===== src/rtl/dma_pkg.sv =====
package dma_pkg;

    localparam logic [2:0] IDX_CTRL  = 3'd0;
    localparam logic [2:0] IDX_ADDR  = 3'd1;
    localparam logic [2:0] IDX_DEST  = 3'd2;
    localparam logic [2:0] IDX_COUNT = 3'd3;
    localparam logic [2:0] IDX_STAT  = 3'd4;

    // mode bits as written in control bits [4:1]
    typedef struct packed {
        logic m2m;
        logic fd;
        logic burst;
        logic to_per;
    } dma_cfg_t;

    typedef enum logic [2:0] {
        ST_IDLE,
        ST_WAIT,
        ST_ARB,
        ST_MOVE,
        ST_PUT,
        ST_HOLD
    } dma_state_t;

    function automatic logic uses_hold(dma_cfg_t c);
        return c.fd | c.m2m;
    endfunction

    function automatic logic src_ready(dma_cfg_t c, logic req);
        return req | c.m2m;
    endfunction

endpackage


===== src/rtl/dma_regs.sv =====
module dma_regs
    import dma_pkg::*;
#(
    parameter int DW = 32,
    parameter int AW = 32,
    parameter int CW = 16
) (
    input  logic          clk,
    input  logic          rst,
    input  logic          reg_wr,
    input  logic [2:0]    reg_sel,
    input  logic [DW-1:0] reg_wdata,
    output logic [DW-1:0] reg_rdata,
    input  logic          busy,
    input  logic          src_inc,
    input  logic          dst_inc,
    input  logic          cnt_dec,
    input  logic          set_done,
    output logic          go,
    output dma_cfg_t      cfg,
    output logic [AW-1:0] src_addr,
    output logic [AW-1:0] dst_addr,
    output logic          cnt_zero,
    output logic          cnt_one,
    output logic          done
);
    logic [CW-1:0] cnt_q;
    logic          wr_ok;
    logic          clr_done;

    assign wr_ok    = reg_wr && !busy;
    assign go       = wr_ok && (reg_sel == IDX_CTRL) && reg_wdata[0];
    assign clr_done = reg_wr && (reg_sel == IDX_STAT) && reg_wdata[1];
    assign cnt_zero = (cnt_q == '0);
    assign cnt_one  = (cnt_q == CW'(1));

    always_ff @(posedge clk) begin
        if (rst) begin
            cfg      <= '0;
            src_addr <= '0;
            dst_addr <= '0;
            cnt_q    <= '0;
            done     <= 1'b0;
        end else begin
            if (wr_ok && reg_sel == IDX_CTRL)
                cfg <= dma_cfg_t'(reg_wdata[4:1]);
            if (src_inc)
                src_addr <= src_addr + AW'(1);
            else if (wr_ok && reg_sel == IDX_ADDR)
                src_addr <= reg_wdata[AW-1:0];
            if (dst_inc)
                dst_addr <= dst_addr + AW'(1);
            else if (wr_ok && reg_sel == IDX_DEST)
                dst_addr <= reg_wdata[AW-1:0];
            if (cnt_dec)
                cnt_q <= cnt_q - CW'(1);
            else if (wr_ok && reg_sel == IDX_COUNT)
                cnt_q <= reg_wdata[CW-1:0];
            if (set_done)
                done <= 1'b1;
            else if (clr_done)
                done <= 1'b0;
        end
    end

    always_comb begin
        case (reg_sel)
            IDX_CTRL:  reg_rdata = DW'({cfg, 1'b0});
            IDX_ADDR:  reg_rdata = DW'(src_addr);
            IDX_DEST:  reg_rdata = DW'(dst_addr);
            IDX_COUNT: reg_rdata = DW'(cnt_q);
            IDX_STAT:  reg_rdata = DW'({done, busy});
            default:   reg_rdata = '0;
        endcase
    end

    // a busy channel keeps its count except for its own decrements
    p_busy_holds_count_r12: assert property (@(posedge clk) disable iff (rst)
        busy && !cnt_dec |=> cnt_q == $past(cnt_q));

    // done only rises once the count has run out
    p_done_at_zero_r10: assert property (@(posedge clk) disable iff (rst)
        $rose(done) |-> cnt_zero);

    // write-one-to-clear takes effect unless a completion coincides
    p_w1c_clears_r10: assert property (@(posedge clk) disable iff (rst)
        clr_done && !set_done |=> !done);

endmodule


===== src/rtl/dma_ctrl.sv =====
module dma_ctrl
    import dma_pkg::*;
(
    input  logic     clk,
    input  logic     rst,
    input  logic     go,
    input  dma_cfg_t cfg,
    input  logic     cnt_zero,
    input  logic     cnt_one,
    input  logic     per_req,
    input  logic     bus_gnt,
    output logic     busy,
    output logic     bus_req,
    output logic     per_ack,
    output logic     mem_en,
    output logic     mem_we,
    output logic     use_dst,
    output logic     hold_load,
    output logic     hold_from_per,
    output logic     src_inc,
    output logic     dst_inc,
    output logic     cnt_dec,
    output logic     set_done
);
    dma_state_t st, st_nx;
    logic       fd;
    logic       ready;
    logic       word_done;
    logic       in_move, in_put;

    assign fd        = uses_hold(cfg);
    assign ready     = src_ready(cfg, per_req);
    assign in_move   = (st == ST_MOVE);
    assign in_put    = (st == ST_PUT);
    assign word_done = (in_move && !fd) || in_put;

    always_comb begin
        st_nx = st;
        unique case (st)
            ST_IDLE: if (go && !cnt_zero) st_nx = ST_WAIT;
            ST_WAIT: if (ready) st_nx = ST_ARB;
            ST_ARB:  if (bus_gnt) st_nx = ST_MOVE;
            ST_HOLD: if (ready) st_nx = ST_MOVE;
            ST_MOVE, ST_PUT: begin
                if (in_move && fd)
                    st_nx = ST_PUT;
                else if (cnt_one)
                    st_nx = ST_IDLE;
                else if (cfg.burst)
                    st_nx = ready ? ST_MOVE : ST_HOLD;
                else
                    st_nx = ST_WAIT;
            end
            default: st_nx = ST_IDLE;
        endcase
    end

    always_ff @(posedge clk) begin
        if (rst) st <= ST_IDLE;
        else     st <= st_nx;
    end

    assign busy    = (st != ST_IDLE);
    assign bus_req = (st == ST_ARB) || in_move || in_put || (st == ST_HOLD);

    always_comb begin
        if (!fd) begin
            per_ack = in_move;
            mem_en  = in_move;
            mem_we  = in_move && !cfg.to_per;
        end else begin
            per_ack = !cfg.m2m && (cfg.to_per ? in_put : in_move);
            mem_en  = (in_move && (cfg.to_per || cfg.m2m)) ||
                      (in_put && (!cfg.to_per || cfg.m2m));
            mem_we  = in_put;
        end
    end

    assign use_dst       = cfg.m2m && in_put;
    assign hold_load     = in_move && fd;
    assign hold_from_per = !cfg.to_per && !cfg.m2m;
    assign src_inc       = word_done;
    assign dst_inc       = word_done && cfg.m2m;
    assign cnt_dec       = word_done;
    assign set_done      = (st == ST_IDLE && go && cnt_zero) || (word_done && cnt_one);

    // cycle stealing releases the bus after every word
    p_steal_release_r5: assert property (@(posedge clk) disable iff (rst)
        word_done && !cfg.burst |=> !bus_req);

    // burst keeps the bus until the final word
    p_burst_keeps_bus_r6: assert property (@(posedge clk) disable iff (rst)
        cfg.burst && bus_req && !(word_done && cnt_one) |=> bus_req);

    // a new bus request follows a ready source
    p_req_after_ready_r7: assert property (@(posedge clk) disable iff (rst)
        $rose(bus_req) |-> ($past(per_req) || cfg.m2m));

    // memory is only touched with the grant present
    p_access_granted_r7: assert property (@(posedge clk) disable iff (rst)
        mem_en |-> bus_gnt);

    // acknowledges belong to peripheral transfers on an owned bus
    p_ack_periph_only_r4: assert property (@(posedge clk) disable iff (rst)
        per_ack |-> (!cfg.m2m && bus_req));

    // an empty start never leaves idle
    p_zero_count_idle_r11: assert property (@(posedge clk) disable iff (rst)
        !busy && go && cnt_zero |=> !busy && !bus_req);

endmodule


===== src/rtl/dma_dpath.sv =====
module dma_dpath #(
    parameter int DW = 32,
    parameter int AW = 32
) (
    input  logic          clk,
    input  logic          rst,
    input  logic          fd,
    input  logic          hold_load,
    input  logic          hold_from_per,
    input  logic          use_dst,
    input  logic [AW-1:0] src_addr,
    input  logic [AW-1:0] dst_addr,
    input  logic [DW-1:0] per_rdata,
    input  logic [DW-1:0] mem_rdata,
    output logic [AW-1:0] mem_addr,
    output logic [DW-1:0] mem_wdata,
    output logic [DW-1:0] per_wdata
);
    logic [DW-1:0] hold_q;

    always_ff @(posedge clk) begin
        if (rst)
            hold_q <= '0;
        else if (hold_load)
            hold_q <= hold_from_per ? per_rdata : mem_rdata;
    end

    assign mem_addr  = use_dst ? dst_addr : src_addr;
    assign mem_wdata = fd ? hold_q : per_rdata;
    assign per_wdata = fd ? hold_q : mem_rdata;

endmodule


===== src/rtl/dma_engine.sv =====
module dma_engine
    import dma_pkg::*;
#(
    parameter int DW = 32,
    parameter int AW = 32,
    parameter int CW = 16
) (
    input  logic          clk,
    input  logic          rst,
    input  logic          reg_wr,
    input  logic [2:0]    reg_sel,
    input  logic [DW-1:0] reg_wdata,
    output logic [DW-1:0] reg_rdata,
    input  logic          per_req,
    output logic          per_ack,
    input  logic [DW-1:0] per_rdata,
    output logic [DW-1:0] per_wdata,
    output logic          bus_req,
    input  logic          bus_gnt,
    output logic          mem_en,
    output logic          mem_we,
    output logic [AW-1:0] mem_addr,
    output logic [DW-1:0] mem_wdata,
    input  logic [DW-1:0] mem_rdata,
    output logic          irq
);
    dma_cfg_t      cfg;
    logic          go, busy, done;
    logic          cnt_zero, cnt_one;
    logic          src_inc, dst_inc, cnt_dec, set_done;
    logic          use_dst, hold_load, hold_from_per;
    logic [AW-1:0] src_addr, dst_addr;

    dma_regs #(.DW(DW), .AW(AW), .CW(CW)) u_regs (
        .clk(clk), .rst(rst),
        .reg_wr(reg_wr), .reg_sel(reg_sel), .reg_wdata(reg_wdata), .reg_rdata(reg_rdata),
        .busy(busy), .src_inc(src_inc), .dst_inc(dst_inc), .cnt_dec(cnt_dec),
        .set_done(set_done), .go(go), .cfg(cfg),
        .src_addr(src_addr), .dst_addr(dst_addr),
        .cnt_zero(cnt_zero), .cnt_one(cnt_one), .done(done)
    );

    dma_ctrl u_ctrl (
        .clk(clk), .rst(rst), .go(go), .cfg(cfg),
        .cnt_zero(cnt_zero), .cnt_one(cnt_one),
        .per_req(per_req), .bus_gnt(bus_gnt),
        .busy(busy), .bus_req(bus_req), .per_ack(per_ack),
        .mem_en(mem_en), .mem_we(mem_we), .use_dst(use_dst),
        .hold_load(hold_load), .hold_from_per(hold_from_per),
        .src_inc(src_inc), .dst_inc(dst_inc), .cnt_dec(cnt_dec), .set_done(set_done)
    );

    dma_dpath #(.DW(DW), .AW(AW)) u_dpath (
        .clk(clk), .rst(rst), .fd(uses_hold(cfg)),
        .hold_load(hold_load), .hold_from_per(hold_from_per), .use_dst(use_dst),
        .src_addr(src_addr), .dst_addr(dst_addr),
        .per_rdata(per_rdata), .mem_rdata(mem_rdata),
        .mem_addr(mem_addr), .mem_wdata(mem_wdata), .per_wdata(per_wdata)
    );

    assign irq = done;

    // interrupt and busy are never high together after completion
    p_irq_after_idle_r10: assert property (@(posedge clk) disable iff (rst)
        $rose(irq) |-> !busy);

endmodule


===== config.mk =====
export PLATFORM = sky130hd
export DESIGN_NAME = dma_engine
export DESIGN_NICKNAME = d
export VERILOG_FILES = /design/src/rtl/dma_pkg.sv /design/src/rtl/dma_regs.sv /design/src/rtl/dma_ctrl.sv /design/src/rtl/dma_dpath.sv /design/src/rtl/dma_engine.sv
export SDC_FILE = /design/constraint.sdc
export NUM_CORES = 1
export LEC_CHECK = 0
export BUFFER_PORTS_ARGS = -buffer_cell sky130_fd_sc_hd__buf_2
export CAP_MARGIN = 20
export CORE_ASPECT_RATIO = 1.25
export CORE_UTILIZATION = 45
export CTS_CLUSTER_SIZE = 16
export DETAILED_ROUTE_END_ITERATION = 10
export PLACE_DENSITY = 0.71
export SYNTH_ARGS = -nofsm -noshare
export SYNTH_HDL_FRONTEND = slang
export SYNTH_SLANG_ARGS = --single-unit

===== constraint.sdc =====
create_clock -name clk -period 2.7 [get_ports clk]
set_clock_uncertainty 0.05 [all_clocks]
set_input_delay 0.54 -clock clk [delete_from_list [all_inputs] [get_ports clk]]
set_output_delay 0.54 -clock clk [all_outputs]
set_load 0.01 [all_outputs]

## After elaboration in Yosys (flattened, before gate mapping)

Index checks and enable logic that the tools add are counted.

- Bits in registers: 120
- Bits of input ports: 104
- Output and inout bits: 133
- Word-level logic and storage cells: 99

- Add/subtract/negate cells: 3
- Equal/unequal tests: 14
- Mux-type cells: 26
- Bitwise gates (word level): 2
- Reductions and logical operators: 44

Operators by type and width:

| operator | number |
|---|---|
| two-way mux 32 bit | 8 |
| one-hot mux 32 bit (5 select lines) | 1 |
| adder 32 x 1 -> 32 bit (second input constant) | 2 |
| two-way mux 16 bit | 2 |
| two-way mux 3 bit | 8 |
| logical AND 1 bit | 21 |
| equality test 16 x 1 -> 1 bit (second input constant) | 1 |
| logical NOT 16 bit | 1 |
| subtractor 16 x 1 -> 16 bit (second input constant) | 1 |
| one-hot mux 3 bit (5 select lines) | 1 |
| equality test 3 x 2 -> 1 bit (second input constant) | 4 |
| equality test 3 bit (second input constant) | 3 |
| logical OR 1 bit | 8 |
| nonzero test 2 bit | 4 |
| equality test 3 x 1 -> 1 bit (second input constant) | 2 |
| logical NOT 3 bit | 2 |
| two-way mux 1 bit | 6 |
| != test 2 x 1 -> 1 bit (second input constant) | 3 |
| logical NOT 1 bit | 5 |
| AND reduction 4 bit | 1 |
| nonzero test 3 bit | 1 |
| != test 2 bit (second input constant) | 1 |
| OR 1 bit | 2 |
| OR reduction 2 bit | 1 |

## Depth between registers and ports, before layout

Gate-level depths: netlist of the first run.

- Depth in word-level cells: 9
- Gate-level depth with buffers: 9
- Depth with buffers taken out: 7

## Modules after synthesis

A second synthesis of the first run with hierarchy kept.

- Cells, all modules: 1153
- Area total of the unflattened synthesis: 8526.9 um2

Modules (own cells, without submodules):

| module | instances | cells each | area each (um2) | sequential area each (um2) |
|---|---|---|---|---|
| dma_regs | 1 | 745 | 5594.1 | 1701.6 |
| dma_dpath | 1 | 348 | 2551.2 | 640.6 |
| dma_ctrl | 1 | 59 | 375.4 | 60.1 |
| dma_engine | 1 | 1 | 6.3 | 0.0 |

## Least setup slack after synthesis of the first run

No wires, ideal clock.

- Path kind: input to output
- Start: in reg_sel[0]
- End: out reg_rdata[11]
- Data arrival time: 1.789 ns
- Required time: 2.110 ns
- Path slack: 0.321 ns
- Cell stages on the path: 7
- Path buffers: 3
- Cells stage by stage: buf_4 clkbuf_1 inv_1 nor2_1 clkbuf_1 a22oi_1 nor2_1

- Longest elaborated chain between the ends: 2
- Elaborated cells between the ends (all ways): 6
- Those cells by class: eq/ne (4); mux (1); reduce/logical (1)

RTL lines:

| what | line | RTL |
|---|---|---|
| from (decl) | dma_engine.sv:11 | `input logic [2:0] reg_sel,` |
| equality test 3 bit (tied with other cells) | dma_regs.sv:67 | `case (reg_sel)` |
| one-hot mux 32 bit (5 select lines) * | dma_regs.sv:67 |  |
| to (decl) | dma_engine.sv:13 | `output logic [DW-1:0] reg_rdata,` |

Every way passes the cells marked *; elsewhere a longest branch is shown, timed or not.

## Worst setup path after layout of the first run

- Start: reg u_ctrl.st[1]
- End: out mem_addr[25]

- Longest elaborated chain between the ends: 3

RTL lines:

| what | line | RTL |
|---|---|---|
| from (decl) | dma_ctrl.sv:25 | `dma_state_t st, st_nx;` |
| from (signal assigned) | dma_ctrl.sv:60 | `else st <= st_nx;` |
| equality test 3 bit | dma_ctrl.sv:34 | `assign in_put = (st == ST_PUT);` |
| logical AND 1 bit | dma_ctrl.sv:79 | `assign use_dst = cfg.m2m && in_put;` |
| two-way mux 32 bit | dma_dpath.sv:28 | `assign mem_addr = use_dst ? dst_addr : src_addr;` |
| to (decl) | dma_engine.sv:22 | `output logic [AW-1:0] mem_addr,` |

Every way passes these cells.

==> reports/results.ini, run 1 <==
[run_status]
status=complete, no violations

[synth]
synth_cell_type_count=70
synth_xor_area_share_pct=0.106
netlist_instances=1205
async_flop_share_pct=0
synth_nets=1315
synth_fa_ha_area_share_pct=0.908
synth-seq-area-share_pct=29.1
synth-simple-area-share_pct=35.8
syn_area_um2=8270
ys_seq_elements=120
yosys_warnings=0
synth_top_family_by_area=simple AND/OR/NAND/NOR gates
syn_area_per_cell_um2=6.86
synth_compound_area_share_pct=25.0
synth_edf_count=0
synth_top_flop_cell=dfxtp_1
synthMuxAreaShare_pct=3.19

[job]
cap_violations=0

[worst_setup_path]
arrival_ns=2.04
reg2regPathDepth=6
path_buf_inv=2
crit_path_top_delay_cell=or3b_4
worst-path-max-fanout=13
critical_path.top_delay_family=simple AND/OR/NAND/NOR gates
crit_chain=or3b_4 -> nor2_4 -> buf_6 -> and2_1 -> a21o_1 -> buf_2
end_kind=output pin
cp.depth=6
cpPeakStageDelay_ns=0.43
start_kind=flip-flop
critical_path_class=flip-flop to output pin
cp_data_required_time_ns=2.11

[global_routing]
antenna_found_initial=0
grt_pass1_vias=8643
grt_pass1_wl_um=45100
grt_max_degree=67
gr-total-overflow=0
grt.total_usage_pct=30.4

[clocking]
holdBufCountCts=0
clkSlewWorstSetupHoldPaths_ns=0.06
htree_levels=4
cts_tree=yes
cts.sinks=120
cts-buffers-inserted=17
clockBufferDepth=2
clk_latency_ns=0.42
root_buffer=clkbuf_16

[power]
power_frac_comb_pct=13.1
p_per_area_nw_per_um2=462
seqPwrFrac_pct=38.4
p_leak_uw=0.00461
p_switching_uw=1260
power.share.clock_pct=48.5
switching_share_pct=26.0
p_int_uw=3580
ir_worst_vdd_v=0.000404

[layout]
post-route-cell-area_um2=10500
area_growth_pct=26.7
nFillCells=1769
register_area_um2=2410
drive_gt1_share_pct=25.8
antennaDiodeCount=0
multi_input_area_um2=5410
final_cells=1663
final_nets=1532

[timing]
setup_viol=0
tightest_slew_ns=1.15
maxSlewViolCount=0
timing.slew.headroom_pct=23.1
hold_violations=0
rsz0062_at_grt=no
min_period_ns=2.63
holdWs_ns=0.340
layout_setup_ws_ns=0.0736
max_freq_ghz=0.381
fin_crit_sh_pct=97.3
fin_setup_tns_ns=0

[die]
die_w_um=123
die_h_um=154
rows=55
num_io_pins=237
start_util_pct=45.8
core-area_um2=18000
design.die.area_um2=18900

[routing]
firstDrtPassIters=5
drc_errors=0
dr.first_iter.drc_count=821
wl_per_cell_um=17.8
vias_per_cell=6.05
wl_um=29600
antenna_left=0
num_vias=10059

[placement]
placedCellCount=1628
dp_hpwl_um=21400
pre_cts_slack_ns=0.134
placed_area_um2=9810
gp_congestion=0.917
port_buffers=236

[worst_hold_path]
holdCritPathClass=input pin to flip-flop
holdPathStages=3

cell type report:
cell class	count	share of cell area [%]
Multi-Input combinational cell	970	51.7
Sequential cell	120	23.0
Timing Repair Buffer	292	16.0
Clock buffer	25	5.02
Tap cell	228	2.72
Clock inverter	7	0.836
Inverter	21	0.753
layout by cell type (no fill, tap or decap), types with 18 or more instances in the layout:
master / count
or3_1: 22
o21ai_0: 68
nand4_1: 21
dfxtp_1: 117
a22oi_1: 21
nor2_1: 109
inv_1: 21
nand3_1: 31
buf_4: 48
buf_2: 235
a21oi_1: 50
o211ai_1: 18
nand2_1: 347
a31oi_1: 40
a311oi_1: 38
per-stage QoR:
| step | power, uW | utilization [%] |
|---|---|---|
| global placement | 2510 | 54.4 |
| CTS | 4870 | 57.9 |
| global route | 5020 | 58.1 |
| detailed placement | 2520 | 54.4 |
| floorplan | 2220 | - |
| finish | 4840 | 58.1 |
synth_stat cells, drive strengths merged, types with 10 or more instances:
library cell / instances / area share, %
nand2: 348 / 16
mux2: 13 / 1.8
a22oi: 21 / 1.9
clkbuf: 63 / 2.9
nor2: 114 / 5.3
dfxtp: 120 / 29
or4: 10 / 0.95
a31oi: 40 / 3.0
o21ai: 69 / 4.3
o211ai: 18 / 1.6
and3: 16 / 1.2
inv: 21 / 0.95
nand4: 24 / 2.0
a21oi: 50 / 3.0
a211oi: 11 / 1.0
or3: 22 / 1.7
buf: 31 / 2.2
a22o: 16 / 1.7
nand3: 31 / 1.9
a311oi: 38 / 4.0
nor3: 16 / 1.3
power groups by stage:
stage	clock network [uW]	registers (uW)	logic [uW]
floorplan	0	1870	344
global placement	0	1890	616
detailed placement	0	1890	622
CTS	2380	1860	625
global route	2460	1860	691
finish	2350	1860	633
flip-flops by register name, summed over array words and instances, names as in the netlist:
name / count
u_dpath.hold_q: 32
u_regs.src_addr: 32
u_ctrl.st: 3
u_regs.cnt_q: 16
u_regs.done: 1
u_regs.cfg: 4
u_regs.dst_addr: 32
worst register-to-register path: stages, from the launching register on:
cell       delay (ns)
dfxtp_1          0.52
or3b_4           0.22
nor2_4           0.06
buf_4            0.14
nor2_1           0.87
a2111oi_0        0.19
a211oi_1         0.26
repair_timing:
item / CTS / global route
pin swaps: 1 / 0
endpoints found under the hold margin: 0 / 0
gates cloned: 0 / 0
gates resized for setup: 2 / 7
buffers inserted: 2 / 0
endpoints found under the setup margin: 15 / 18
layer usage:
layer | GRT usage, % | share of wire, %
met1 | 36.4 | 39
met2 | 52.0 | 48
met3 | 4.23 | 7.4
met4 | 16.4 | 5.0
met5 | 0 | 0
final timing paths:
| path | startpoint | slack, ns | end |
|---|---|---|---|
| max | u_ctrl.st[1]$_SDFFE_PP0P_ | 0.07 | mem_addr[25] |
| min | reg_wdata[17] | 0.34 | u_regs.src_addr[17]$_SDFFE_PP0P_ |
| max reg2reg | u_ctrl.st[1]$_SDFFE_PP0P_ | 0.30 | u_regs.dst_addr[24]$_SDFFE_PP0P_ |
| min reg2reg | u_regs.done$_SDFFE_PP0P_ | 0.43 | u_regs.done$_SDFFE_PP0P_ |
cells by family after synthesis:
| family | Yosys count |
|---|---|
| flip-flops | 120 |
| AO/OA/AOI/OAI | 305 |
| XOR/XNOR | 1 |
| multiplexers | 21 |
| AND/OR/NAND/NOR | 637 |
| adder cells (fa/ha/maj) | 6 |
| buffers and inverters | 115 |
Power figures use the tool's default switching activity.
==> run 2: changes to the inputs <==
PLACE_DENSITY = 0.79   (was 0.71)
==> run 2 against run 1 <==
Against the previous run:
- die area unchanged
- critical path depth up 1
- utilization down 0.10 points
- clock power down 8.9%
- register-to-register slack about the same
- setup slack better by 0.015 ns
- global-route usage down 0.26 points
- wire length down 1.6%
- highest routed layer unchanged
- sequential share of layout area up 0.053 points
==> reports/results.ini, run 2 (synthesis results as in run 1) <==
[worst_hold_path]
holdPathStages=3  ; unchanged
hold_end=u_dpath.hold_q[8]$_SDFFE_PP0P_
hp-start=per_rdata[8]
holdCritPathClass=input pin to flip-flop

[power]
p_int_uw=3420  ; -4.6%
power_frac_comb_pct=13.7  ; +0.6 points
seqPwrFrac_pct=40.2  ; +1.8 points
p_leak_uw=0.00461  ; about the same
ir_worst_vdd_v=0.000304  ; -25%
power.share.clock_pct=46.1  ; -2.4 points
p_switching_uw=1210  ; -3.6%
switching_share_pct=26.2  ; +0.20 points
p_per_area_nw_per_um2=443  ; -4.2%

[timing]
timing.slew.headroom_pct=44.7  ; +22 points
setup_viol=0  ; unchanged
fin_crit_sh_pct=96.7  ; -0.55 points
maxSlewViolCount=0  ; unchanged
fin_setup_tns_ns=0  ; unchanged
tightest_slew_ns=0.830  ; -0.319 ns
holdWs_ns=0.332  ; -0.00767 ns
max_freq_ghz=0.383  ; +0.57%
hold_violations=0  ; unchanged
min_period_ns=2.61  ; -0.0148 ns
rsz0062_at_grt=no
layout_setup_ws_ns=0.0884  ; +0.0148 ns

[worst_setup_path]
reg2reg_to=u_regs.src_addr[22]$_SDFFE_PP0P_
worst-path-max-fanout=19  ; +6
arrival_ns=2.02  ; -0.02 ns
critical_path_class=flip-flop to output pin
start_kind=flip-flop
cp_data_required_time_ns=2.11  ; about the same
timing.rr.start=u_regs.src_addr[1]$_SDFFE_PP0P_
r2r_setup_slack_ns=0.31  ; about the same
end_kind=output pin
reg2regPathDepth=6  ; unchanged

[global_routing]
grt_pass1_vias=9063  ; +4.9%
antenna_found_initial=0  ; unchanged
grt_pass1_wl_um=45000  ; -0.24%
grt.total_usage_pct=30.2  ; -0.26 points
grt_max_degree=74  ; +10%
gr-total-overflow=0  ; unchanged

[clocking]
clkSlewWorstSetupHoldPaths_ns=0.05  ; about the same
cts.sinks=120  ; unchanged
cts_tree=yes
clk_latency_ns=0.42  ; about the same
root_buffer=clkbuf_16
holdBufCountCts=0  ; unchanged
cts-buffers-inserted=17  ; unchanged
clockBufferDepth=2  ; unchanged
htree_levels=4  ; unchanged

[routing]
wl_um=29200  ; -1.6%
antenna_left=0  ; unchanged
drc_errors=0  ; unchanged
dr.first_iter.drc_count=886  ; +7.9%
wl_per_cell_um=17.6  ; -1.5%
firstDrtPassIters=5  ; unchanged
vias_per_cell=6.08  ; +0.53%
num_vias=10100  ; +0.41%

[placement]
dp_hpwl_um=21200  ; -1.1%
gp_congestion=0.955  ; +4.1%
placed_area_um2=9860  ; +0.56%
port_buffers=236  ; unchanged
pre_cts_slack_ns=0.228  ; +0.0941 ns

[layout]
antennaDiodeCount=0  ; unchanged
final_nets=1535  ; +0.20%
layout_common_cells=nand2_1, buf_2, dfxtp_1
layout_commonest_cell=nand2_1
fin_util_pct=58.0  ; -0.10 points
post-route-cell-area_um2=10500  ; -0.18%
reg_top3=u_dpath.hold_q: 32 flops, u_regs.dst_addr: 32 flops, u_regs.src_addr: 32 flops
area_growth_pct=26.5
drive_gt1_share_pct=25.7  ; -0.10 points

[job]
cap_violations=0  ; unchanged

[die]
die_w_um=123  ; unchanged
rows=55  ; unchanged
die_h_um=154  ; unchanged
num_io_pins=237  ; unchanged
core-area_um2=18000  ; unchanged
design.die.area_um2=18900  ; unchanged
start_util_pct=45.8  ; unchanged

[run_status]
status=complete, no violations

[run 2: cell types whose count changed in the layout (fill, tap and decap cells not counted), sizes merged]
cell      change
buf           +4
clkbuf        -3
bufinv        -1
clkinv        -1
clkinvlp      -1
[run 2: final cells by class]
cell class / count / area [um2]
clock buffers: 23 / 498
clock inverters: 4 / 45.0
fillers: 1732 / 7570
inverters: 21 / 78.8
multi-input cells: 970 / 5410
flip-flops and latches: 120 / 2410
well taps: 228 / 285
repair buffers: 295 / 1730
[run 2: how the worst max path moves through the flow]
| stage | start | to | slack, ns | cells past startpoint |
|---|---|---|---|---|
| 2_1_floorplan | reg_sel[0] | reg_rdata[11] | 0.32 | 7 |
| 3_3_place_gp | reg_sel[0] | reg_rdata[15] | 0.29 | 6 |
| 3_5_place_dp | reg_sel[0] | reg_rdata[14] | 0.23 | 6 |
| 4_1_cts | u_ctrl.st[0]$_SDFFE_PP0P_ | mem_addr[29] | 0.005 | 7 |
| 5_1_grt | u_ctrl.st[0]$_SDFFE_PP0P_ | mem_addr[20] | 0.02 | 7 |
| 6_report | u_ctrl.st[0]$_SDFFE_PP0P_ | mem_addr[20] | 0.09 | 7 |
[run 2: metal layers]
layer / vias up / track usage [%] / share of wire, %
li1: 4779 / - / -
met1: 4627 / 33.8 / 38
met2: 562 / 51.4 / 48
met3: 132 / 5.60 / 8.0
met4: 0 / 20.0 / 6.5
met5: - / 0 / 0
[run 2: stage by stage]
step | instances | power, uW
finish | 1661 | 4630
global route | 1661 | 4800
CTS | 1661 | 4650
detailed placement | 1632 | 2520
global placement | 1632 | 2510
floorplan | 1205 | 2220
[run 2: power groups by stage]
stage               Sequential, uW  Combinational, uW  Clock (uW)
floorplan                     1870                344           0
global placement              1890                618           0
detailed placement            1890                624           0
CTS                           1860                628        2170
global route                  1860                699        2240
finish                        1860                635        2140
[run 2: critical path: stages (launching register included)]
cell     delay, ns
dfxtp_2       0.38
or3b_4        0.43
nor2_4        0.18
buf_12        0.12
buf_12        0.15
nand2_1       0.07
o21ai_0       0.09
buf_2         0.17
[run 2: timing repair]
action	in CTS	in global routing
pin swaps	1	0
resized for setup	0	7
endpoints found under the setup margin	24	23
setup buffers	2	0
